File: config.mk
export PLATFORM = sky130hd
export DESIGN_NAME = avc_unit
export DESIGN_NICKNAME = d
export VERILOG_FILES = /design/src/rtl/avc_pkg.sv /design/src/rtl/avc_capture.sv /design/src/rtl/avc_cmd.sv /design/src/rtl/avc_readout.sv /design/src/rtl/avc_unit.sv
export SDC_FILE = /design/constraint.sdc
export NUM_CORES = 1
export LEC_CHECK = 0
export BUFFER_PORTS_ARGS = -buffer_cell sky130_fd_sc_hd__buf_2
export CORE_UTILIZATION = 43
export CTS_CLUSTER_SIZE = 40
export DETAILED_ROUTE_END_ITERATION = 6
export GPL_TIMING_DRIVEN = 0
export PLACE_DENSITY = 0.77
export SLEW_MARGIN = 15
export SYNTH_ARGS = -nofsm -noshare
export SYNTH_HDL_FRONTEND = slang
export SYNTH_SLANG_ARGS = --single-unit
File: constraint.sdc
create_clock -name clk_i -period 4 [get_ports clk_i]
set_input_delay 0.2 -clock clk_i [delete_from_list [all_inputs] [get_ports clk_i]]
set_output_delay 0.2 -clock clk_i [all_outputs]
set_load 0.01 [all_outputs]
File: src/rtl/avc_pkg.sv
package avc_pkg;
  localparam int unsigned SPID_W = 4;
  localparam int unsigned KIND_W = 4;
  localparam int unsigned MAC_W  = 48;
  localparam int unsigned OPC_W  = 3;

  localparam logic [OPC_W-1:0] OPC_GET_CLR = 3'b111;

  // kind flag positions
  localparam int unsigned K_MEMBER = 0;
  localparam int unsigned K_MISS   = 1;
  localparam int unsigned K_FULL   = 2;
  localparam int unsigned K_AGE    = 3;
endpackage

File: src/rtl/avc_capture.sv
module avc_capture
  import avc_pkg::*;
#(
  parameter int unsigned PORTS  = 11,
  parameter int unsigned DB_W   = 12,
  parameter bit          OVF_EN = 1'b1
) (
  input  logic              clk_i,
  input  logic              rst_ni,
  input  logic              valid_i,
  input  logic [KIND_W-1:0] kind_i,
  input  logic [SPID_W-1:0] spid_i,
  input  logic [PORTS-1:0]  portvec_i,
  input  logic [MAC_W-1:0]  mac_i,
  input  logic [DB_W-1:0]   db_i,
  input  logic              clear_i,
  output logic              held_o,
  output logic              ovf_o,
  output logic [KIND_W-1:0] kind_o,
  output logic [SPID_W-1:0] spid_o,
  output logic [PORTS-1:0]  portvec_o,
  output logic [MAC_W-1:0]  mac_o,
  output logic [DB_W-1:0]   db_o
);
  logic held_q;
  logic take;

  // a free slot, or one being released this cycle, accepts the strobe
  assign take = valid_i & (~held_q | clear_i);

  always_ff @(posedge clk_i or negedge rst_ni) begin
    if (!rst_ni) begin
      held_q <= 1'b0;
    end else if (clear_i) begin
      held_q <= valid_i;
    end else if (valid_i) begin
      held_q <= 1'b1;
    end
  end

  always_ff @(posedge clk_i or negedge rst_ni) begin
    if (!rst_ni) begin
      kind_o    <= '0;
      spid_o    <= '0;
      portvec_o <= '0;
      mac_o     <= '0;
      db_o      <= '0;
    end else if (take) begin
      kind_o    <= kind_i;
      spid_o    <= spid_i;
      portvec_o <= portvec_i;
      mac_o     <= mac_i;
      db_o      <= db_i;
    end
  end

  generate
    if (OVF_EN) begin : g_ovf
      logic ovf_q;
      always_ff @(posedge clk_i or negedge rst_ni) begin
        if (!rst_ni) begin
          ovf_q <= 1'b0;
        end else if (clear_i) begin
          ovf_q <= 1'b0;
        end else if (held_q && valid_i) begin
          ovf_q <= 1'b1;
        end
      end
      assign ovf_o = ovf_q;
    end else begin : g_no_ovf
      assign ovf_o = 1'b0;
    end
  endgenerate

  assign held_o = held_q;
endmodule

File: src/rtl/avc_cmd.sv
module avc_cmd
  import avc_pkg::*;
#(
  parameter int unsigned FETCH_CYCLES = 4
) (
  input  logic             clk_i,
  input  logic             rst_ni,
  input  logic             wr_i,
  input  logic             busy_bit_i,
  input  logic [OPC_W-1:0] opcode_i,
  output logic             busy_o,
  output logic             done_o
);
  localparam int unsigned CNT_W = $clog2(FETCH_CYCLES + 1);
  localparam logic [CNT_W-1:0] CNT_LOAD = CNT_W'(FETCH_CYCLES);
  localparam logic [CNT_W-1:0] CNT_LAST = CNT_W'(1);

  logic             busy_q;
  logic [CNT_W-1:0] cnt_q;
  logic             start;

  assign start  = wr_i & busy_bit_i & (opcode_i == OPC_GET_CLR) & ~busy_q;
  assign done_o = busy_q & (cnt_q == CNT_LAST);

  always_ff @(posedge clk_i or negedge rst_ni) begin
    if (!rst_ni) begin
      busy_q <= 1'b0;
      cnt_q  <= '0;
    end else if (start) begin
      busy_q <= 1'b1;
      cnt_q  <= CNT_LOAD;
    end else if (done_o) begin
      busy_q <= 1'b0;
      cnt_q  <= '0;
    end else if (busy_q) begin
      cnt_q  <= cnt_q - CNT_LAST;
    end
  end

  assign busy_o = busy_q;
endmodule

File: src/rtl/avc_readout.sv
module avc_readout
  import avc_pkg::*;
#(
  parameter int unsigned PORTS = 11,
  parameter int unsigned DB_W  = 12
) (
  input  logic                    clk_i,
  input  logic                    rst_ni,
  input  logic                    load_i,
  input  logic                    held_i,
  input  logic                    ovf_i,
  input  logic [KIND_W-1:0]       kind_i,
  input  logic [SPID_W-1:0]       spid_i,
  input  logic [PORTS-1:0]        portvec_i,
  input  logic [MAC_W-1:0]        mac_i,
  input  logic [DB_W-1:0]         db_i,
  output logic [KIND_W-1:0]       flags_o,
  output logic                    ovf_o,
  output logic [SPID_W+PORTS-1:0] data_o,
  output logic [MAC_W-1:0]        mac_o,
  output logic [DB_W-1:0]         db_o
);
  logic [SPID_W+PORTS-1:0] data_d;

  // entry layout: state field low, port vector above it
  assign data_d = {portvec_i, spid_i};

  always_ff @(posedge clk_i or negedge rst_ni) begin
    if (!rst_ni) begin
      flags_o <= '0;
      ovf_o   <= 1'b0;
      data_o  <= '0;
      mac_o   <= '0;
      db_o    <= '0;
    end else if (load_i) begin
      flags_o <= held_i ? kind_i : '0;
      ovf_o   <= held_i & ovf_i;
      data_o  <= held_i ? data_d : '0;
      mac_o   <= held_i ? mac_i  : '0;
      db_o    <= held_i ? db_i   : '0;
    end
  end
endmodule

File: src/rtl/avc_unit.sv
module avc_unit
  import avc_pkg::*;
#(
  parameter int unsigned FETCH_CYCLES = 4,
  parameter int unsigned PORTS        = 11,
  parameter int unsigned DB_W         = 12,
  parameter bit          OVF_EN       = 1'b1
) (
  input  logic                    clk_i,
  input  logic                    rst_ni,
  input  logic                    viol_valid_i,
  input  logic [KIND_W-1:0]       viol_kind_i,
  input  logic [SPID_W-1:0]       viol_spid_i,
  input  logic [PORTS-1:0]        viol_portvec_i,
  input  logic [MAC_W-1:0]        viol_mac_i,
  input  logic [DB_W-1:0]         viol_db_i,
  input  logic                    host_wr_i,
  input  logic                    host_busy_i,
  input  logic [OPC_W-1:0]        host_opcode_i,
  output logic                    busy_o,
  output logic                    irq_o,
  output logic [KIND_W-1:0]       vflags_o,
  output logic                    vovf_o,
  output logic [SPID_W+PORTS-1:0] data_o,
  output logic [MAC_W-1:0]        mac_o,
  output logic [DB_W-1:0]         db_o
);
  logic              done;
  logic              held;
  logic              ovf;
  logic [KIND_W-1:0] h_kind;
  logic [SPID_W-1:0] h_spid;
  logic [PORTS-1:0]  h_portvec;
  logic [MAC_W-1:0]  h_mac;
  logic [DB_W-1:0]   h_db;

  avc_cmd #(.FETCH_CYCLES(FETCH_CYCLES)) u_cmd (
    .clk_i      (clk_i),
    .rst_ni     (rst_ni),
    .wr_i       (host_wr_i),
    .busy_bit_i (host_busy_i),
    .opcode_i   (host_opcode_i),
    .busy_o     (busy_o),
    .done_o     (done)
  );

  avc_capture #(.PORTS(PORTS), .DB_W(DB_W), .OVF_EN(OVF_EN)) u_cap (
    .clk_i     (clk_i),
    .rst_ni    (rst_ni),
    .valid_i   (viol_valid_i),
    .kind_i    (viol_kind_i),
    .spid_i    (viol_spid_i),
    .portvec_i (viol_portvec_i),
    .mac_i     (viol_mac_i),
    .db_i      (viol_db_i),
    .clear_i   (done),
    .held_o    (held),
    .ovf_o     (ovf),
    .kind_o    (h_kind),
    .spid_o    (h_spid),
    .portvec_o (h_portvec),
    .mac_o     (h_mac),
    .db_o      (h_db)
  );

  avc_readout #(.PORTS(PORTS), .DB_W(DB_W)) u_rd (
    .clk_i     (clk_i),
    .rst_ni    (rst_ni),
    .load_i    (done),
    .held_i    (held),
    .ovf_i     (ovf),
    .kind_i    (h_kind),
    .spid_i    (h_spid),
    .portvec_i (h_portvec),
    .mac_i     (h_mac),
    .db_i      (h_db),
    .flags_o   (vflags_o),
    .ovf_o     (vovf_o),
    .data_o    (data_o),
    .mac_o     (mac_o),
    .db_o      (db_o)
  );

  assign irq_o = held;
endmodule

# Word level (Yosys, flattened, before mapping)
# Cells that the tools add are included.
dict set report totals {
  ff_bits 165
  word_cells 44
  input_bits 87
}
dict set report classes {
  n_eq_ne 2
  reduce_logical 5
  n_addsub 1
  bitwise_logic 9
  n_mux 13
}
# op count
set ops {}
lappend ops {{48-bit two-way mux} 1}
lappend ops {{15-bit two-way mux} 1}
lappend ops {{12-bit two-way mux} 1}
lappend ops {{3-bit two-way mux} 3}
lappend ops {{1-bit AND} 6}
lappend ops {{1-bit two-way mux} 6}
lappend ops {{2-bit nonzero test} 3}
lappend ops {{4-bit two-way mux} 1}
lappend ops {{3-bit by 1-bit equality test with 1-bit output, second input constant} 1}
lappend ops {{3-bit equality test, second input constant} 1}
lappend ops {{3-bit nonzero test} 1}
lappend ops {{3-bit by 1-bit subtractor with 3-bit output, second input constant} 1}
lappend ops {{1-bit inverter} 2}
lappend ops {{1-bit logical AND} 1}
lappend ops {{1-bit OR} 1}

# Longest topological paths before layout
# Gate-level depths: netlist of run 1.
dict set report logic_depth {
  ltp_word 4
  depth_mapped 7
  mapped_depth_nobuf 5
}

# By module
# From an unflattened synthesis of run 1, not the netlist that was laid out.
dict set report hier_totals {
  hier_cells 541
  area_unflattened_um2 6618.8
}
# module area_each_um2 seq_area_each_um2 n_inst cells_each
set modules_own_cells {}
lappend modules_own_cells {avc_readout 3352.0 2001.9 1 346}
lappend modules_own_cells {avc_capture 3046.7 2026.9 1 173}
lappend modules_own_cells {avc_cmd 220.2 100.1 1 22}

# Worst setup path before layout of run 1
# OpenSTA, ideal clock, no wires.
dict set report synth_path {
  path_kind {flip-flop to flip-flop}
  from {register u_cmd.cnt_q[1]}
  to {register u_cap.mac_o[18]}
  arrival_time_ps 1665
  setup_time_ps 127
  n_path_buf 2
  path_slack_ps 2208
  stages_incl_launch_ff 8
  period_less_slack_ps 1792
  cell_sequence {dfrtp_1 > inv_1 > ha_1 > nand3b_4 > a21boi_4 > buf_6 > buf_6 > mux2_1}
}
dict set report synth_between {
  elab_chain_cells 4
}
# element line
set synth_lines {}
lappend synth_lines {{start, declared} avc_cmd.sv:19} ;# logic [CNT_W-1:0] cnt_q;
lappend synth_lines {{start signal, assigned} avc_cmd.sv:36} ;# cnt_q <= cnt_q - CNT_LAST;
lappend synth_lines {{3-bit by 1-bit equality test with 1-bit output} avc_cmd.sv:23} ;# assign done_o = busy_q & (cnt_q == CNT_LAST);
lappend synth_lines {{1-bit AND} avc_cmd.sv:23}
lappend synth_lines {{1-bit OR} avc_capture.sv:29} ;# assign take = valid_i & (~held_q | clear_i);
lappend synth_lines {{1-bit AND} avc_capture.sv:29}
lappend synth_lines {{end signal, assigned} avc_capture.sv:52} ;# mac_o <= mac_i;
lappend synth_lines {{end, declared} avc_capture.sv:22} ;# output logic [MAC_W-1:0] mac_o,
# No other way between the ends.
# A chain may end at the register's enable or synchronous reset.

# Final worst setup path of run 1
dict set report layout_path {
  from {register u_cmd.cnt_q[1]}
  to {register u_cap.mac_o[20]}
}
# The elaborated chain is that of the path after synthesis.

==> results of run 1 <==
-- metrics by stage --
step / util (%) / instances / area, um^2 / setup slack, ps / hold WS [ps]
after floorplan: - / 544 / 6370 / 2210 / -95.6
after global placement: 51.4 / 896 / 7440 / 260 / 412
after detailed placement: 51.7 / 897 / 7480 / 1730 / 224
after CTS: 59.4 / 981 / 8600 / 1720 / 0.00588
after global routing: 59.6 / 983 / 8620 / 1610 / -0.0115
final: 59.6 / 983 / 8620 / 1770 / 15.0
-- repair_timing --
action / CTS / global route
resized for setup: 0 / 0
hold buffers: 52 / 2
endpoints found under the hold margin: 131 / 2
-- worst max-delay path by stage --
stage / slack (ps) / to / startpoint / cells after the start
floorplan: 2210 / u_cap.mac_o[18] / u_cmd.cnt_q[1] / 7
global placement: 260 / u_cap.mac_o[44] / rst_ni / 1
detailed placement: 1730 / u_cap.mac_o[20] / u_cmd.cnt_q[1] / 7
CTS: 1720 / u_cap.mac_o[20] / u_cmd.cnt_q[1] / 7
global route: 1610 / u_cap.mac_o[20] / u_cmd.cnt_q[1] / 7
finish: 1770 / u_cap.mac_o[20] / u_cmd.cnt_q[1] / 7
-- layer usage --
layer | share of wire (%) | wire [um]
met5 | 0 | 0
met4 | 2.0 | 281
met3 | 5.6 | 805
met1 | 45 | 6460
met2 | 47 | 6810
-- cell type report --
class,instances,area (um^2),share of cell area (%)
flip-flops and latches,165,4130,47.9
repair buffers,223,1420,16.5
clock inverters,12,155,1.80
plain buffers,35,171,1.99
multi-input cells,340,2060,23.9
well taps,184,230,2.67
inverters,4,15.0,0.174
clock buffers,20,447,5.18
-- power by group --
part,total [uW],internal (uW),leakage (uW),switching [uW]
registers,2960,2520,0.00205,434
logic,2180,1060,0.00202,1120
clock network,1660,999,0.000290,659
-- worst max-delay path, stage by stage, from the launching register on --
cell and delay (ps):
dfrtp_1 360, inv_1 90, ha_1 290, nand3b_4 230, a21boi_4 420, buf_6 220
buf_6 170, mux2_1 340
-- kinds of logic after synthesis --
family                     share of synthesized area (%)
muxes                                               14.0
adders and majority gates                          0.393
DFF                                                 64.8
AOI/OAI and AO/OA                                   7.66
and+or+nand+nor                                     10.3
buffers and inverters                               2.92
-- sequential cells by signal, summed over array words and instances (netlist names), 3 cells and up --
register / count
u_cap.mac_o: 48
u_rd.mac_o: 48
u_rd.data_o: 15
u_cap.db_o: 12
u_rd.db_o: 12
u_cap.portvec_o: 11
u_cap.kind_o: 4
u_cap.spid_o: 4
u_rd.flags_o: 4
u_cmd.cnt_q: 3
-- cell usage in the layout, fill, tap and decap left out --
| cell | Yosys | layout |
|---|---|---|
| o22ai_1 | 1 | 1 |
| buf_4 | 6 | 6 |
| o21ai_0 | 82 | 82 |
| buf_8 | 0 | 1 |
| o21a_1 | 1 | 1 |
| clkbuf_16 | 0 | 17 |
| dlygate4sd3_1 | 0 | 54 |
| nand3b_4 | 1 | 1 |
| buf_1 | 3 | 3 |
| inv_1 | 4 | 4 |
| clkinvlp_4 | 0 | 2 |
| clkbuf_8 | 0 | 1 |
| nand2_1 | 160 | 160 |
| buf_16 | 0 | 1 |
| a22o_1 | 1 | 1 |
| ha_1 | 2 | 2 |
| bufinv_16 | 0 | 3 |
| dfrtp_1 | 165 | 165 |
| a31oi_1 | 1 | 1 |
| nand2b_1 | 1 | 1 |
| a21boi_4 | 1 | 1 |
| a21oi_1 | 3 | 3 |
| a21o_1 | 1 | 1 |
| buf_2 | 2 | 169 |
| clkinv_4 | 0 | 4 |
| mux2_2 | 69 | 69 |
| clkbuf_1 | 22 | 24 |
| and3_1 | 2 | 2 |
| a21boi_0 | 1 | 1 |
| clkinv_2 | 0 | 3 |
| buf_6 | 2 | 2 |
| nand3_1 | 1 | 1 |
| nor2_1 | 1 | 1 |
| mux2_1 | 10 | 10 |
| nor3b_1 | 1 | 1 |
==> results.cfg, run 1 <==
[outcome]
run_status = complete, no violations

[pwr]
powerDensity_nw_per_um2 = 788
ir_drop_mv = 0.312
power.leakage_uw = 0.00436
totalPowerFinal_uw = 6790

[floorplan]
ios = 169
die_w_um = 124
start_util_pct = 44.0
coreArea_um2 = 14500
die_height_um = 124
die-area_um2 = 15300
num_rows = 44

[synth]
synth_top_area_cell = dfrtp_1
yosys.area.top_type_share_pct = 64.8
synth_common_cells = 165 x dfrtp_1, 160 x nand2_1, 82 x o21ai_0, 69 x mux2_2, 22 x clkbuf_1
syn_area_per_cell_um2 = 11.7
synthFlopType = dfrtp_1
syn_area_um2 = 6370
yosysMostFrequentCell = dfrtp_1
yosysWarnings = 0
synth_edf_count = 0
ys_ff_latch = 165
synth_nets = 633
yosys-top-cells-area = dfrtp_1 65%, mux2_2 12%, nand2_1 9.4%, o21ai_0 6.4%, mux2_1 1.8%
yosysSeqAreaShare_pct = 64.8
syn-instance-count = 544
async_flop_share_pct = 100
ys_types = 26

[placed_design]
placement.io_buffers = 168
routabilityCongestion = 0.792
dp_hpwl_um = 9510

[grt]
grt_use_met2_pct = 30.9
grt_max_degree = 86
gr-usage-met1_pct = 26.8
grt-busiest-layer = met2
grtUsageTotal_pct = 20.2
grt_pass1_wl_um = 23300
antenna_found_initial = 0
grt_pass1_vias = 4655
use_met3_pct = 6.27
gr-total-overflow = 0

[timing]
slew_headroom_pct = 56.4
fin_crit_sh_pct = 55.8
rsz0062_at_grt = false
worst-slew-pin-transition_ps = 655
fin_tns_setup_ps = 0
clock.fmax_mhz = 448
setup_viol = 0
maxSlewViolCount = 0
hold_violations = 0
finClkSkew_ps = 7.39
finalCriticalPeriod_ps = 2230

[cts]
cts_setup_buffers = 0
root_buffer = clkbuf_16
cts_max_path_buffers = 2
clk_latency_ps = 420
cts_tree = yes
clkTransAtPathRegs_ps = 60
htreeDepth = 4
cts.sinks = 165
cts_buffers = 17

[cells_and_area]
nets = 875
fill_cells = 1225
diodes = 0
area_growth_pct = 35.3
drive_above_1_share_pct = 35.0

[critical_path]
crit_type = flop to flop
ff2ff_path_depth = 7
critPathRequiredTime_ps = 4300
path_max_fanout = 10
r2r_setup_slack_ps = 1770
startpoint_type = flop
rr_endpoint = u_cap.mac_o[20]
worstReg2RegStart = u_cmd.cnt_q[1]
worstSetupEndpointType = flop
cp.arrival_ps = 2530

[run]
maxCapViolCount = 0

[detailed_routing]
drc = 0
viasPerCell = 4.83
drtIter0Drc = 214
drtPass1Iterations = 4
wl_um = 14400
ant_nets = 0
wire_per_inst_um = 14.6
vias = 4748

[min_path]
hold_start = viol_portvec_i[3]
whs_path_depth = 2
holdPathEnd = u_cap.portvec_o[3]
hold_path_class = primary input to flop
No activity file was read; power rests on OpenSTA's default activity.
==> run 2: changes to the inputs <==
--- a/config.mk
+++ b/config.mk
@@ -10,7 +10,7 @@
 export CTS_CLUSTER_SIZE = 40
 export DETAILED_ROUTE_END_ITERATION = 6
 export GPL_TIMING_DRIVEN = 0
-export PLACE_DENSITY = 0.77
+export PLACE_DENSITY = 0.8
 export SLEW_MARGIN = 15
 export SYNTH_ARGS = -nofsm -noshare
 export SYNTH_HDL_FRONTEND = slang
==> constraint.sdc (replaced) <==
create_clock -name clk_i -period 2 [get_ports clk_i]
set_input_delay 0.1 -clock clk_i [delete_from_list [all_inputs] [get_ports clk_i]]
set_output_delay 0.1 -clock clk_i [all_outputs]
set_load 0.01 [all_outputs]
==> results.cfg, run 2 (synthesis gave the netlist of run 1 again) <==
[cts]
root_buffer = clkbuf_16
cts_buffers = 17
clkTransAtPathRegs_ps = 60
cts_max_path_buffers = 2
clk_latency_ps = 420
htreeDepth = 4
cts.sinks = 165
cts_tree = yes

[grt]
gr-total-overflow = 0
grt_pass1_vias = 4900
antenna_found_initial = 0
grt_pass1_wl_um = 24300
grt_max_degree = 87
grtUsageTotal_pct = 21.1

[detailed_routing]
drtIter0Drc = 255
drtPass1Iterations = 4
wire_per_inst_um = 15.2
wl_um = 15400
drc = 0
ant_nets = 0
viasPerCell = 4.80
vias = 4879

[placed_design]
dpl_worst_slack_ps = -287
placement.io_buffers = 168
routabilityCongestion = 0.775
dpl_cell_area_um2 = 7480
dp_hpwl_um = 9580

[cells_and_area]
drive_above_1_share_pct = 35.5
fin_area_um2 = 8970
area_growth_pct = 40.7
nets = 908
fill_cells = 1108
reg_top3 = u_cap.mac_o: 48 flops, u_rd.mac_o: 48 flops, u_rd.data_o: 15 flops
diodes = 0
final_cell_mix = 170 x buf_2, 165 x dfrtp_1, 160 x nand2_1, 82 x o21ai_0, 82 x dlygate4sd3_1
final_common_cell = buf_2

[timing]
rsz0062_at_grt = false
finalCriticalPeriod_ps = 1870
clock.fmax_mhz = 534
finClkSkew_ps = 10.7
maxSlewViolCount = 0
hold_violations = 0
fin_ws_ps = 126
slew_headroom_pct = 58.6
setup_viol = 0
fin_crit_sh_pct = 93.7
hold-worst-slack_ps = 21.7
worst-slew-pin-transition_ps = 620

[pwr]
powerDensity_nw_per_um2 = 1530
power.leakage_uw = 0.00453
ir_drop_mv = 0.815
totalPowerFinal_uw = 13700

[outcome]
run_status = complete, no violations

[critical_path]
cp.arrival_ps = 2180
worstSetupEndpointType = flop
critPathRequiredTime_ps = 2300
crit_type = flop to flop
path_max_fanout = 10
startpoint_type = flop

[floorplan]
num_rows = 44
die_w_um = 124
die-area_um2 = 15300
coreArea_um2 = 14500
start_util_pct = 44.0
die_height_um = 124
ios = 169

[run]
maxCapViolCount = 0

[min_path]
hold_path_class = primary input to flop
run 2: repair_timing:
item	4_1_cts	5_1_grt
setup endpoints to repair	159	92
endpoints found under the hold margin	161	0
gates cloned	0	0
hold buffers	82	0
setup buffers	5	0
pin swaps	1	0
resized for setup	2	14
run 2: final cells by class:
class                      instances  area [um^2]  area share, %
sequential                       165         4130           46.0
multi-input combinational        340         2070           23.1
timing repair buffer             256         1750           19.5
clock buffer                      20          467           5.20
tap                              184          230           2.57
buffer                            35          180           2.01
clock inverter                    12          129           1.44
inverter                           4         15.0          0.167
run 2: stage by stage:
| stage | setup TNS (ps) | utilization (%) | std cells |
|---|---|---|---|
| after CTS | 0 | 61.8 | 1016 |
| after global routing | 0 | 62.0 | 1016 |
| final | 0 | 62.0 | 1016 |
| after global placement | -280440 | 51.4 | 896 |
| after floorplan | 0 | - | 544 |
| after detailed placement | -28700 | 51.7 | 897 |
run 2: final timing paths:
path / from / end / slack [ps] / depth (start not counted)
min in group asynchronous: rst_ni / u_cap.mac_o[45] / 240 / 2
setup / recovery: u_cmd.cnt_q[1] / u_cap.portvec_o[6] / 130 / 7
hold reg to reg: u_rd.data_o[6] / u_rd.data_o[6] / 470 / 2
setup reg to reg: u_cmd.cnt_q[1] / u_cap.portvec_o[6] / 130 / 7
max in group asynchronous: rst_ni / u_cap.mac_o[8] / 930 / 3
hold / removal: host_opcode_i[2] / u_cmd.cnt_q[2] / 20 / 3
run 2: metal layers:
| metal | GRT usage (%) | wire, um |
|---|---|---|
| met5 | 0 | 0 |
| met1 | 27.2 | 6840 |
| met4 | 8.43 | 278 |
| met3 | 4.35 | 696 |
| met2 | 34.6 | 7630 |
run 2: worst max-delay path, stage by stage, from the launching register on:
cell	delay (ps)
dfrtp_1	370
inv_1	130
ha_4	180
nand3b_4	120
a21boi_4	200
buf_4	190
buf_4	200
mux2_2	360
run 2: power by group:
| part | switching, uW | internal [uW] | leakage [uW] |
|---|---|---|---|
| combinational | 2340 | 2210 | 0.00218 |
| sequential | 890 | 5040 | 0.00205 |
| clock | 1310 | 1940 | 0.000299 |
==> run 3: changes to the inputs <==
--- a/config.mk
+++ b/config.mk
@@ -5,12 +5,14 @@
 export SDC_FILE = /design/constraint.sdc
 export NUM_CORES = 1
 export LEC_CHECK = 0
+export ABC_AREA = 0
 export BUFFER_PORTS_ARGS = -buffer_cell sky130_fd_sc_hd__buf_2
 export CORE_UTILIZATION = 43
 export CTS_CLUSTER_SIZE = 40
 export DETAILED_ROUTE_END_ITERATION = 6
 export GPL_TIMING_DRIVEN = 0
 export PLACE_DENSITY = 0.8
+export REMOVE_ABC_BUFFERS = 1
 export SLEW_MARGIN = 15
 export SYNTH_ARGS = -nofsm -noshare
 export SYNTH_HDL_FRONTEND = slang
==> results.cfg, run 3 (synthesis gave the netlist of run 1 again) <==
[detailed_routing]
ant_nets = 0
drc = 0
drtPass1Iterations = 4
wl_um = 14900
drtIter0Drc = 238
wire_per_inst_um = 15.0
vias = 4779
viasPerCell = 4.82

[floorplan]
num_rows = 44
die_w_um = 124
die-area_um2 = 15300
start_util_pct = 44.0
ios = 169
coreArea_um2 = 14500
die_height_um = 124

[cts]
cts_buffers = 17
cts_max_path_buffers = 2
cts_tree = yes
root_buffer = clkbuf_16
htreeDepth = 4
clkTransAtPathRegs_ps = 60
clk_latency_ps = 410
cts.sinks = 165

[cells_and_area]
area_growth_pct = 41.4
reg_top3 = u_cap.mac_o: 48 flops, u_rd.mac_o: 48 flops, u_rd.data_o: 15 flops
nets = 883
fill_cells = 1106
multiInputGateArea_um2 = 2080
final_cell_mix = 167 x buf_2, 163 x dfrtp_1, 160 x nand2_1, 83 x dlygate4sd3_1, 82 x o21ai_0
diodes = 0
fin_area_um2 = 9010
drive_above_1_share_pct = 35.7
fin_cells = 991
regArea_um2 = 4130
final_common_cell = buf_2

[timing]
rsz0062_at_grt = false
hold_violations = 0
hold-worst-slack_ps = 65.8
maxSlewViolCount = 0
finalCriticalPeriod_ps = 1940
slew_headroom_pct = 59.9
setup_viol = 0
fin_crit_sh_pct = 96.8
worst-slew-pin-transition_ps = 602
clock.fmax_mhz = 517
finClkSkew_ps = 8.68

[run]
maxCapViolCount = 0

[pwr]
p_clk_share_pct = 24.8
p_int_uw = 9450
power.leakage_uw = 0.00452
powerDensity_nw_per_um2 = 1550
combPwrFrac_pct = 32.4
switching_power_uw = 4520
ir_drop_mv = 1.12
seqPwrFrac_pct = 42.8
p_sw_share_pct = 32.3

[outcome]
run_status = complete, no violations

[critical_path]
path_max_fanout = 46
critPathBufInv = 3
slowest_delay_ps = 590
critPathRequiredTime_ps = 2290
crit_path_top_delay_cell = dfrtp_4
cp_num_cells = 5
cp.arrival_ps = 2230
worstReg2RegStart = u_cap.held_o
startpoint_type = flop
crit_top_cell = buf_16
worstSetupEndpointType = flop
rr_endpoint = u_cap.mac_o[16]
r2r_setup_slack_ps = 60
crit_type = flop to flop
crit_family = buffers and inverters
ff2ff_path_depth = 5
path_cells = buf_12 -> a21boi_4 -> buf_16 -> buf_16 -> mux2_2

[grt]
grt_pass1_wl_um = 23400
antenna_found_initial = 1
gr-total-overflow = 0
grtUsageTotal_pct = 20.3
grt_max_degree = 88
grt_pass1_vias = 4752

[placed_design]
dp_hpwl_um = 8400
routabilityCongestion = 0.700
dpl_cell_area_um2 = 7460
placement.io_buffers = 168
placed_cells = 868

[min_path]
hold_path_class = primary input to flop
hold_start = host_opcode_i[2]
holdPathEnd = u_cmd.cnt_q[1]
whs_path_depth = 3
-- run 3: cell count changes in the layout (fill, tap and decap cells not counted), sizes merged --
cell / delta
nand3b: +1
clkinv: -5
buf: -6
clkinvlp: +2
bufinv: +2
inv: +1
clkbuf: -21
dlygate4sd3: +1
-- run 3: what timing repair did --
item                                    4_1_cts  5_1_grt
endpoints found under the setup margin       80        0
buffers inserted                              7        0
hold buffers                                 83        0
hold endpoints to repair                    159        0
gates resized for setup                       3        0
-- run 3: cell type report --
class	count	share of cell area [%]
sequential	165	45.9
multi-input combinational	341	23.1
timing repair buffer	265	21.3
clock buffer	20	5.07
tap	184	2.55
clock inverter	12	1.96
inverter	4	0.167
-- run 3: per-stage QoR --
stage	setup WS [ps]	total power [uW]	TNS [ps]	util (%)
after floorplan	-1720	8460	-135440	-
after global placement	-3320	9920	-617740	50.2
after detailed placement	-770	10300	-45490	51.6
after CTS	40.9	14000	0	62.3
after global routing	0.979	15000	0	62.3
final	64.7	14000	0	62.3
-- run 3: power by group through the flow --
stage	Combinational, uW	Sequential, uW	Clock [uW]
3_3_place_gp	3960	5960	0
6_report	4520	5980	3460
3_5_place_dp	4250	6010	0
2_1_floorplan	2170	6290	0
4_1_cts	4530	5980	3530
5_1_grt	5100	6220	3670
-- run 3: tightest hold or removal path, stage by stage --
cell	delay [ps]
buf_2	100
nand3_1	100
a22o_1	140
-- run 3: routing by layer --
| layer | vias to the layer above | track usage, % | part of all wire [%] |
|---|---|---|---|
| met2 | 133 | 34.1 | 51 |
| met4 | 0 | 6.40 | 1.5 |
| met3 | 21 | 5.59 | 5.4 |
| met1 | 2311 | 25.4 | 43 |
| li1 | 2314 | - | - |
| met5 | - | 0 | 0 |
-- run 3: how the worst max path moves through the flow --
stage                         startpoint         endpoint  slack (ps)
after floorplan           u_cmd.cnt_q[1]    u_cap.db_o[0]       -1720
after global placement      u_cap.held_o  u_cap.mac_o[26]       -3320
after detailed placement  u_cmd.cnt_q[1]  u_cap.mac_o[16]        -770
after CTS                   u_cap.held_o  u_cap.mac_o[16]          40
after global routing        u_cap.held_o  u_cap.mac_o[16]           1
final                       u_cap.held_o  u_cap.mac_o[16]          60
